`src/rtl/ppt_pkg.sv`:
```
package ppt_pkg;
  typedef enum logic [2:0] {
    ST_IDLE,
    ST_RDIV,
    ST_MSCAN,
    ST_MDIV,
    ST_MCLR
  } ppt_state_e;
endpackage

```
`src/rtl/ppt_conf_table.sv`:
```
module ppt_conf_table #(
  parameter int IDX_W  = 7,
  parameter int CONF_W = 6
) (
  input  logic              clk,
  input  logic              rst_n,
  input  logic              wr_en,
  input  logic [IDX_W-1:0]  wr_idx,
  input  logic [CONF_W-1:0] wr_conf,
  input  logic              inv_en,
  input  logic [IDX_W-1:0]  inv_idx,
  input  logic              clr_en,
  input  logic [IDX_W-1:0]  clr_lo,
  input  logic [IDX_W-1:0]  clr_span,
  input  logic [IDX_W-1:0]  rd_idx,
  output logic              rd_vld,
  output logic [CONF_W-1:0] rd_conf
);
  localparam int DEPTH = 1 << IDX_W;

  logic [DEPTH-1:0]  vld_q, vld_d;
  logic [CONF_W-1:0] conf_q [DEPTH];

  for (genvar i = 0; i < DEPTH; i++) begin : g_ent
    logic [IDX_W-1:0] off;
    logic             kill;
    assign off  = IDX_W'(i) - clr_lo;
    assign kill = (clr_en && (off <= clr_span)) || (inv_en && (inv_idx == IDX_W'(i)));
    assign vld_d[i] = (wr_en && (wr_idx == IDX_W'(i))) ? 1'b1 : (kill ? 1'b0 : vld_q[i]);
  end

  always_ff @(posedge clk or negedge rst_n) begin
    if (!rst_n) vld_q <= '0;
    else        vld_q <= vld_d;
  end

  always_ff @(posedge clk) begin
    if (wr_en) conf_q[wr_idx] <= wr_conf;
  end

  assign rd_vld  = vld_q[rd_idx];
  assign rd_conf = conf_q[rd_idx];

  AST_ONE_WRITER: assert property (@(posedge clk) disable iff (!rst_n)
    !(wr_en && (inv_en || clr_en)));
  AST_WRITE_SETS_VALID: assert property (@(posedge clk) disable iff (!rst_n)
    wr_en |=> vld_q[$past(wr_idx)]);
endmodule

```
`src/rtl/ppt_divider.sv`:
```
module ppt_divider #(
  parameter int P_W = 16
) (
  input  logic           clk,
  input  logic           rst_n,
  input  logic           start,
  input  logic [P_W-1:0] num,
  input  logic [P_W-1:0] den,
  output logic           busy,
  output logic           done,
  output logic [P_W-1:0] quo
);
  localparam int CNT_W = $clog2(P_W);

  logic [P_W:0]   rem_q, rem_d, rem_sh, den_ext;
  logic [P_W-1:0] den_q, den_d, quo_q, quo_d;
  logic [CNT_W-1:0] cnt_q, cnt_d;
  logic           busy_q, busy_d, done_q, done_d, ge, sat;

  assign den_ext = {1'b0, den_q};
  assign rem_sh  = rem_q << 1;
  assign ge      = rem_sh >= den_ext;
  assign sat     = (den == '0) || (num >= den);

  always_comb begin
    rem_d  = rem_q;
    den_d  = den_q;
    quo_d  = quo_q;
    cnt_d  = cnt_q;
    busy_d = busy_q;
    done_d = 1'b0;
    if (start) begin
      if (sat) begin
        quo_d  = '1;
        done_d = 1'b1;
      end else begin
        rem_d  = {1'b0, num};
        den_d  = den;
        quo_d  = '0;
        cnt_d  = CNT_W'(P_W - 1);
        busy_d = 1'b1;
      end
    end else if (busy_q) begin
      rem_d = ge ? (rem_sh - den_ext) : rem_sh;
      quo_d = {quo_q[P_W-2:0], ge};
      if (cnt_q == '0) begin
        busy_d = 1'b0;
        done_d = 1'b1;
      end else begin
        cnt_d = cnt_q - CNT_W'(1);
      end
    end
  end

  always_ff @(posedge clk or negedge rst_n) begin
    if (!rst_n) begin
      rem_q  <= '0;
      den_q  <= '0;
      quo_q  <= '0;
      cnt_q  <= '0;
      busy_q <= 1'b0;
      done_q <= 1'b0;
    end else begin
      rem_q  <= rem_d;
      den_q  <= den_d;
      quo_q  <= quo_d;
      cnt_q  <= cnt_d;
      busy_q <= busy_d;
      done_q <= done_d;
    end
  end

  assign busy = busy_q;
  assign done = done_q;
  assign quo  = quo_q;

  AST_DIV_NO_RESTART: assert property (@(posedge clk) disable iff (!rst_n)
    busy_q |-> !start);
  AST_DIV_DONE_PULSE: assert property (@(posedge clk) disable iff (!rst_n)
    done_q |=> !done_q);
endmodule

```
`src/rtl/path_prob_throttle.sv`:
```
module path_prob_throttle
  import ppt_pkg::*;
#(
  parameter int              ID_W    = 8,
  parameter int              IDX_W   = 7,
  parameter int              CONF_W  = 6,
  parameter int              P_W     = 16,
  parameter logic [P_W-1:0]  THR_RST = 16'h4000
) (
  input  logic              clk,
  input  logic              rst_n,
  input  logic              thr_ld,
  input  logic [P_W-1:0]    thr_val,
  input  logic              fetch_vld,
  input  logic [CONF_W-1:0] fetch_conf,
  input  logic              res_vld,
  input  logic [ID_W-1:0]   res_id,
  input  logic              res_ok,
  output logic [CONF_W-1:0] rate_conf,
  input  logic [P_W-1:0]    rate_val,
  output logic              evt_rdy,
  output logic [ID_W-1:0]   thr_blk,
  output logic              thr_on,
  output logic [P_W-1:0]    path_prob
);
  localparam int DEPTH = 1 << IDX_W;

  function automatic logic id_le(input logic [ID_W-1:0] a, input logic [ID_W-1:0] b,
                                 input logic [ID_W-1:0] newest);
    logic [ID_W-1:0] base;
    base = newest - ID_W'(DEPTH - 1);
    return (a - base) <= (b - base);
  endfunction

  ppt_state_e       state_q, state_d;
  logic [P_W-1:0]   ppr_q, ppr_d, thr_q, thr_d;
  logic [ID_W-1:0]  tbr_q, tbr_d, new_q, new_d, cur_q, cur_d, mis_q, mis_d;
  logic             on_q, on_d;

  logic             pending, fetch_acc, res_acc;
  logic [ID_W-1:0]  fetch_id, walk_id;
  logic [IDX_W-1:0] rd_idx;
  logic             rd_vld;
  logic [CONF_W-1:0] rd_conf;
  logic [2*P_W-1:0] prod;
  logic [P_W-1:0]   mul_p, quo;
  logic             div_start, div_busy, div_done;

  assign pending   = (state_q == ST_IDLE) && !on_q && (tbr_q != new_q);
  assign evt_rdy   = (state_q == ST_IDLE) && !pending;
  assign fetch_acc = evt_rdy && fetch_vld;
  assign res_acc   = evt_rdy && !fetch_vld && res_vld;
  assign fetch_id  = new_q + ID_W'(1);
  assign walk_id   = tbr_q + ID_W'(1);

  always_comb begin
    if (pending)                 rd_idx = walk_id[IDX_W-1:0];
    else if (state_q == ST_IDLE) rd_idx = res_id[IDX_W-1:0];
    else                         rd_idx = cur_q[IDX_W-1:0];
  end

  assign rate_conf = fetch_acc ? fetch_conf : rd_conf;
  assign prod      = {{P_W{1'b0}}, ppr_q} * {{P_W{1'b0}}, rate_val};
  assign mul_p     = P_W'(prod >> P_W);

  ppt_conf_table #(.IDX_W(IDX_W), .CONF_W(CONF_W)) u_tab (
    .clk(clk), .rst_n(rst_n),
    .wr_en(fetch_acc), .wr_idx(fetch_id[IDX_W-1:0]), .wr_conf(fetch_conf),
    .inv_en(res_acc && res_ok), .inv_idx(res_id[IDX_W-1:0]),
    .clr_en(state_q == ST_MCLR), .clr_lo(mis_q[IDX_W-1:0]),
    .clr_span(IDX_W'(new_q - mis_q)),
    .rd_idx(rd_idx), .rd_vld(rd_vld), .rd_conf(rd_conf)
  );

  ppt_divider #(.P_W(P_W)) u_div (
    .clk(clk), .rst_n(rst_n), .start(div_start), .num(ppr_q), .den(rate_val),
    .busy(div_busy), .done(div_done), .quo(quo)
  );

  always_comb begin
    state_d   = state_q;
    ppr_d     = ppr_q;
    tbr_d     = tbr_q;
    new_d     = new_q;
    on_d      = on_q;
    cur_d     = cur_q;
    mis_d     = mis_q;
    thr_d     = thr_ld ? thr_val : thr_q;
    div_start = 1'b0;
    unique case (state_q)
      ST_IDLE: begin
        if (pending) begin
          ppr_d = rd_vld ? mul_p : ppr_q;
          tbr_d = walk_id;
          on_d  = (rd_vld ? mul_p : ppr_q) < thr_q;
        end else if (fetch_acc) begin
          new_d = fetch_id;
          if (!on_q) begin
            ppr_d = mul_p;
            tbr_d = fetch_id;
            on_d  = mul_p < thr_q;
          end
        end else if (res_acc) begin
          if (res_ok) begin
            if (rd_vld && id_le(res_id, tbr_q, new_q)) begin
              div_start = 1'b1;
              state_d   = ST_RDIV;
            end
          end else begin
            mis_d   = res_id;
            cur_d   = res_id;
            state_d = ST_MSCAN;
          end
        end
      end
      ST_RDIV: begin
        if (div_done) begin
          ppr_d   = quo;
          on_d    = quo < thr_q;
          state_d = ST_IDLE;
        end
      end
      ST_MSCAN: begin
        if (!id_le(cur_q, tbr_q, new_q)) begin
          state_d = ST_MCLR;
        end else if (rd_vld) begin
          div_start = 1'b1;
          state_d   = ST_MDIV;
        end else if (cur_q == tbr_q) begin
          state_d = ST_MCLR;
        end else begin
          cur_d = cur_q + ID_W'(1);
        end
      end
      ST_MDIV: begin
        if (div_done) begin
          ppr_d = quo;
          if (cur_q == tbr_q) begin
            state_d = ST_MCLR;
          end else begin
            cur_d   = cur_q + ID_W'(1);
            state_d = ST_MSCAN;
          end
        end
      end
      ST_MCLR: begin
        new_d   = mis_q;
        if (id_le(mis_q, tbr_q, new_q)) tbr_d = mis_q;
        on_d    = ppr_q < thr_q;
        state_d = ST_IDLE;
      end
      default: state_d = ST_IDLE;
    endcase
  end

  always_ff @(posedge clk or negedge rst_n) begin
    if (!rst_n) begin
      state_q <= ST_IDLE;
      ppr_q   <= '1;
      thr_q   <= THR_RST;
      tbr_q   <= '0;
      new_q   <= '0;
      on_q    <= 1'b0;
      cur_q   <= '0;
      mis_q   <= '0;
    end else begin
      state_q <= state_d;
      ppr_q   <= ppr_d;
      thr_q   <= thr_d;
      tbr_q   <= tbr_d;
      new_q   <= new_d;
      on_q    <= on_d;
      cur_q   <= cur_d;
      mis_q   <= mis_d;
    end
  end

  assign thr_blk   = tbr_q;
  assign thr_on    = on_q;
  assign path_prob = ppr_q;

  AST_FETCH_TAKES_NEXT_ID: assert property (@(posedge clk) disable iff (!rst_n)
    (fetch_acc && !on_q) |=> (thr_blk == $past(new_q) + ID_W'(1)));
  AST_SET_FREEZES_PATH: assert property (@(posedge clk) disable iff (!rst_n)
    (fetch_acc && on_q) |=> ($stable(path_prob) && $stable(thr_blk) && thr_on));
  AST_WALK_ONE_STEP: assert property (@(posedge clk) disable iff (!rst_n)
    pending |=> (thr_blk == $past(tbr_q) + ID_W'(1)));
  AST_RDY_NOT_DIVIDING: assert property (@(posedge clk) disable iff (!rst_n)
    evt_rdy |-> !div_busy);
  AST_TBR_IN_WINDOW: assert property (@(posedge clk) disable iff (!rst_n)
    (state_q == ST_IDLE) |-> id_le(tbr_q, new_q, new_q));
  AST_MUL_NOT_RISING: assert property (@(posedge clk) disable iff (!rst_n)
    (fetch_acc && !on_q) |=> (path_prob <= $past(path_prob)));
endmodule

```
`config.mk`:
```
export PLATFORM = sky130hd
export DESIGN_NAME = path_prob_throttle
export DESIGN_NICKNAME = d
export VERILOG_FILES = /design/src/rtl/ppt_pkg.sv /design/src/rtl/ppt_conf_table.sv /design/src/rtl/ppt_divider.sv /design/src/rtl/path_prob_throttle.sv
export SDC_FILE = /design/constraint.sdc
export NUM_CORES = 2
export LEC_CHECK = 0
export BUFFER_PORTS_ARGS = -buffer_cell sky130_fd_sc_hd__buf_4
export CAP_MARGIN = 20
export CORE_MARGIN = 4
export CORE_UTILIZATION = 35
export CTS_CLUSTER_DIAMETER = 50
export DETAILED_ROUTE_END_ITERATION = 16
export GPL_ROUTABILITY_DRIVEN = 0
export PLACE_DENSITY = 0.48
export SYNTH_ARGS = -nofsm -noshare
export SYNTH_HDL_FRONTEND = slang
export SYNTH_SLANG_ARGS = --single-unit
export TNS_END_PERCENT = 1
```
`constraint.sdc`:
```
create_clock -name clk -period 10.85 [get_ports clk]
set_clock_uncertainty 0.15 [all_clocks]
set_input_delay 0.5425 -clock clk [delete_from_list [all_inputs] [get_ports clk]]
set_output_delay 0.5425 -clock clk [all_outputs]
set_load 0.01 [all_outputs]
```
==> reports/results.tsv <==
metric	value	unit
outcome	finished clean	
most common cell in the netlist	edfxtp_1	
first-pass GRT wire length	317100	µm
P&R area growth vs syn	13.19	%
die area	191900	µm²
Post-CTS Setup Bufs	0	
EDFF count, synth	768	
vias in the first global route	47030	
final slew viol count	0	
Slew Limit Headroom	21.18	%
internal portion of total power	0.008203	W
Synth cell types	82	
mapped cell area	64750	µm²
# rows	157	
drt drc	0	
Final ANT Viol Nets	0	
port bufs	83	
Initial Utilization	35.29	%
synth top area cells	edfxtp_1 36%, ha_1 11%, dfrtp_1 9.0%	
Mapped Cells	5737	
Post-synth top cells	768 x edfxtp_1, 766 x nand2_1, 549 x ha_1	
Worst EP arrival	9.94	ns
RSZ-0062 raised after global routing	false	
Synth Register Bits	1018	
NetSw	0.003669	W
Crit Path Category	reg -> reg	
worst skew pair latency	0.77	ns
pwr dens	162.0	nW/µm²
switching share of total power	30.90	%
Leak	29.48	nW
total core area	183500	µm²
routed wire length	212500	µm
final setup fails	0	
Nets	6620	
via count	46480	
largest net degree at the start of global routing	97	
pre-CTS worst setup slack	1.515	ns
Final WS setup	1.450	ns
total CTS buffers	137	
Clock Tree Buf Depth	3	
Async SR Flop Fraction	24.56	%
io pins	84	
synth warn	0	
area leader, netlist	edfxtp_1	
post-route setup TNS	0	ns
CTS Hold Bufs	40	
largest family of logic cells by synthesized area	adder cells	
Post-Synth Adder-Cell Area	16.76	%
Clk pwr share	38.7	%
Req. time, crit path	11.39	ns
Seq/Total Area, Yosys	45.31	%
mux cell area share after synthesis	8.333	%
CTS tree	built	
DP HPWL	140300	µm
placed cell area	68240	µm²
Reg power frac	35.8	%
total gr overflow	0	
period utilisation layout	86.64	%
GRT Resource Usage Total	21.98	%
XOR/XNOR share of the synthesized area	2.773	%
Achievable Freq	106.4	MHz
top-area cell type share of the netlist area	35.62	%
critical path endpoint category	flip-flop	
Clock transition at path regs	0.05	ns
share of cells above drive strength 1	11.55	%
post-layout util	39.94	%
post-CTS sizing	0	
Clock Sinks	1018	
Comb pwr share	25.6	%
CP Max Fanout	22	
worst slew pin tran	1.173	ns
DRT iter0 DRCs	4367	
initial antenna violation count	4	
die span in y	438.1	µm
maximum vdd drop	0.0001825	V
syn_area_per_cell	11.29	µm²
Final Cell Area	73290	µm²
Die X	438.1	µm
clock root cell	clkbuf_16	
Syn Nets	6537	
vias per inst	5.538	
CP max stage delay	0.97	ns
post-synthesis simple-gate area fraction	9.952	%
1st-pass router iterations	6	
cell mode on critical path	fa_1	
total of max-cap violations	0	
critical path launch point type	flip-flop	
Hold Crit Class	in -> reg	
drt wl/cell	25.32	µm
n_diodes	0	
CP max stage cell	dfstp_2	
Compound-Gate Fraction of Synth Area	12.00	%
H-tree depth	4	
final hold violation count	0	
Primary FF master, synth	edfxtp_1	
Final min period	9.400	ns
[stage by stage]
step / total power (W) / cells / hold WS [ns]
finish: 0.01187 / 8393 / 0.07045
detailed placement: 0.007340 / 8105 / 0.3300
global placement: 0.007314 / 8105 / 0.3222
CTS: 0.01198 / 8393 / 0.0009697
floorplan: 0.006431 / 5737 / 0.09691
global route: 0.01258 / 8393 / 0.05658
[routing by layer]
metal | wire (µm) | vias to the layer above | GRT usage, % | part of all wire, %
met5 | 0 | - | 0 | 0
met4 | 6009 | 0 | 6.303 | 2.8
met3 | 12540 | 328 | 3.087 | 5.9
met2 | 99200 | 1437 | 35.57 | 47
met1 | 94720 | 23790 | 30.82 | 45
li1 | - | 20920 | - | -
[power by group through the flow]
stage | clock network, W | registers [W] | logic [W]
after global placement | 0 | 0.00432 | 0.00299
after floorplan | 0 | 0.00430 | 0.00213
after detailed placement | 0 | 0.00432 | 0.00302
after CTS | 0.00468 | 0.00424 | 0.00306
final | 0.00459 | 0.00424 | 0.00304
after global routing | 0.00485 | 0.00424 | 0.00348
[final timing paths]
check / from / end / slack [ns] / cells after the start
max: path_prob[9] / thr_on / 1.45 / 35
min: thr_ld / thr_q[2] / 0.07 / 2
max reg2reg: path_prob[9] / thr_on / 1.45 / 35
min reg2reg: u_tab.vld_q[63] / u_tab.vld_q[63] / 0.34 / 2
max in group asynchronous: rst_n / u_tab.vld_q[69] / 7.95 / 4
min in group asynchronous: rst_n / u_div.rem_q[4] / 0.18 / 2
[critical path: cells and delay by family, from the launching register on]
family / cells / cell delay (ns)
compound gates: 17 / 3.59
simple gates: 6 / 0.59
flops: 1 / 0.97
fa+ha+maj: 8 / 3.68
buf+inv: 4 / 0.33
[flip-flops by register name (all words and copies together) (netlist names), 3 cells and up]
name,count
u_div.cnt_q,4
cur_q,8
path_prob,16
mis_q,8
u_tab.vld_q,128
thr_q,16
u_div.rem_q,16
state_q,3
u_div.quo,16
u_div.den_q,16
thr_blk,8
new_q,8
u_tab.conf_q,768
[cell type report]
class | count | area [µm²]
clock inverter | 82 | 975.9
sequential | 1018 | 29340
multi-input combinational | 3930 | 32440
inverter | 504 | 1892
fill | 17660 | 110200
clock buffer | 166 | 3672
tap | 2464 | 3083
timing repair buffer | 229 | 1877
[cells by family (layout without fill, tap and decap cells)]
family,Yosys count,count (layout)
AOI/OAI and AO/OA,1225,1225
xor gates and xnor gates,205,205
adders and majority gates,748,748
buffers and inverters,789,981
DFF,1018,1018
muxes,283,283
and+or+nand+nor,1469,1469
[layout by cell type (no fill, tap or decap), types with 172 or more instances in the layout]
cell,n
nand2_1,765
fa_1,199
inv_1,501
o21ai_0,270
a21oi_1,293
mux4_2,201
nor2_1,282
a21o_1,172
dfrtp_1,231
buf_4,184
edfxtp_1,768
ha_1,549
No activity file was read; power rests on OpenSTA's default activity.
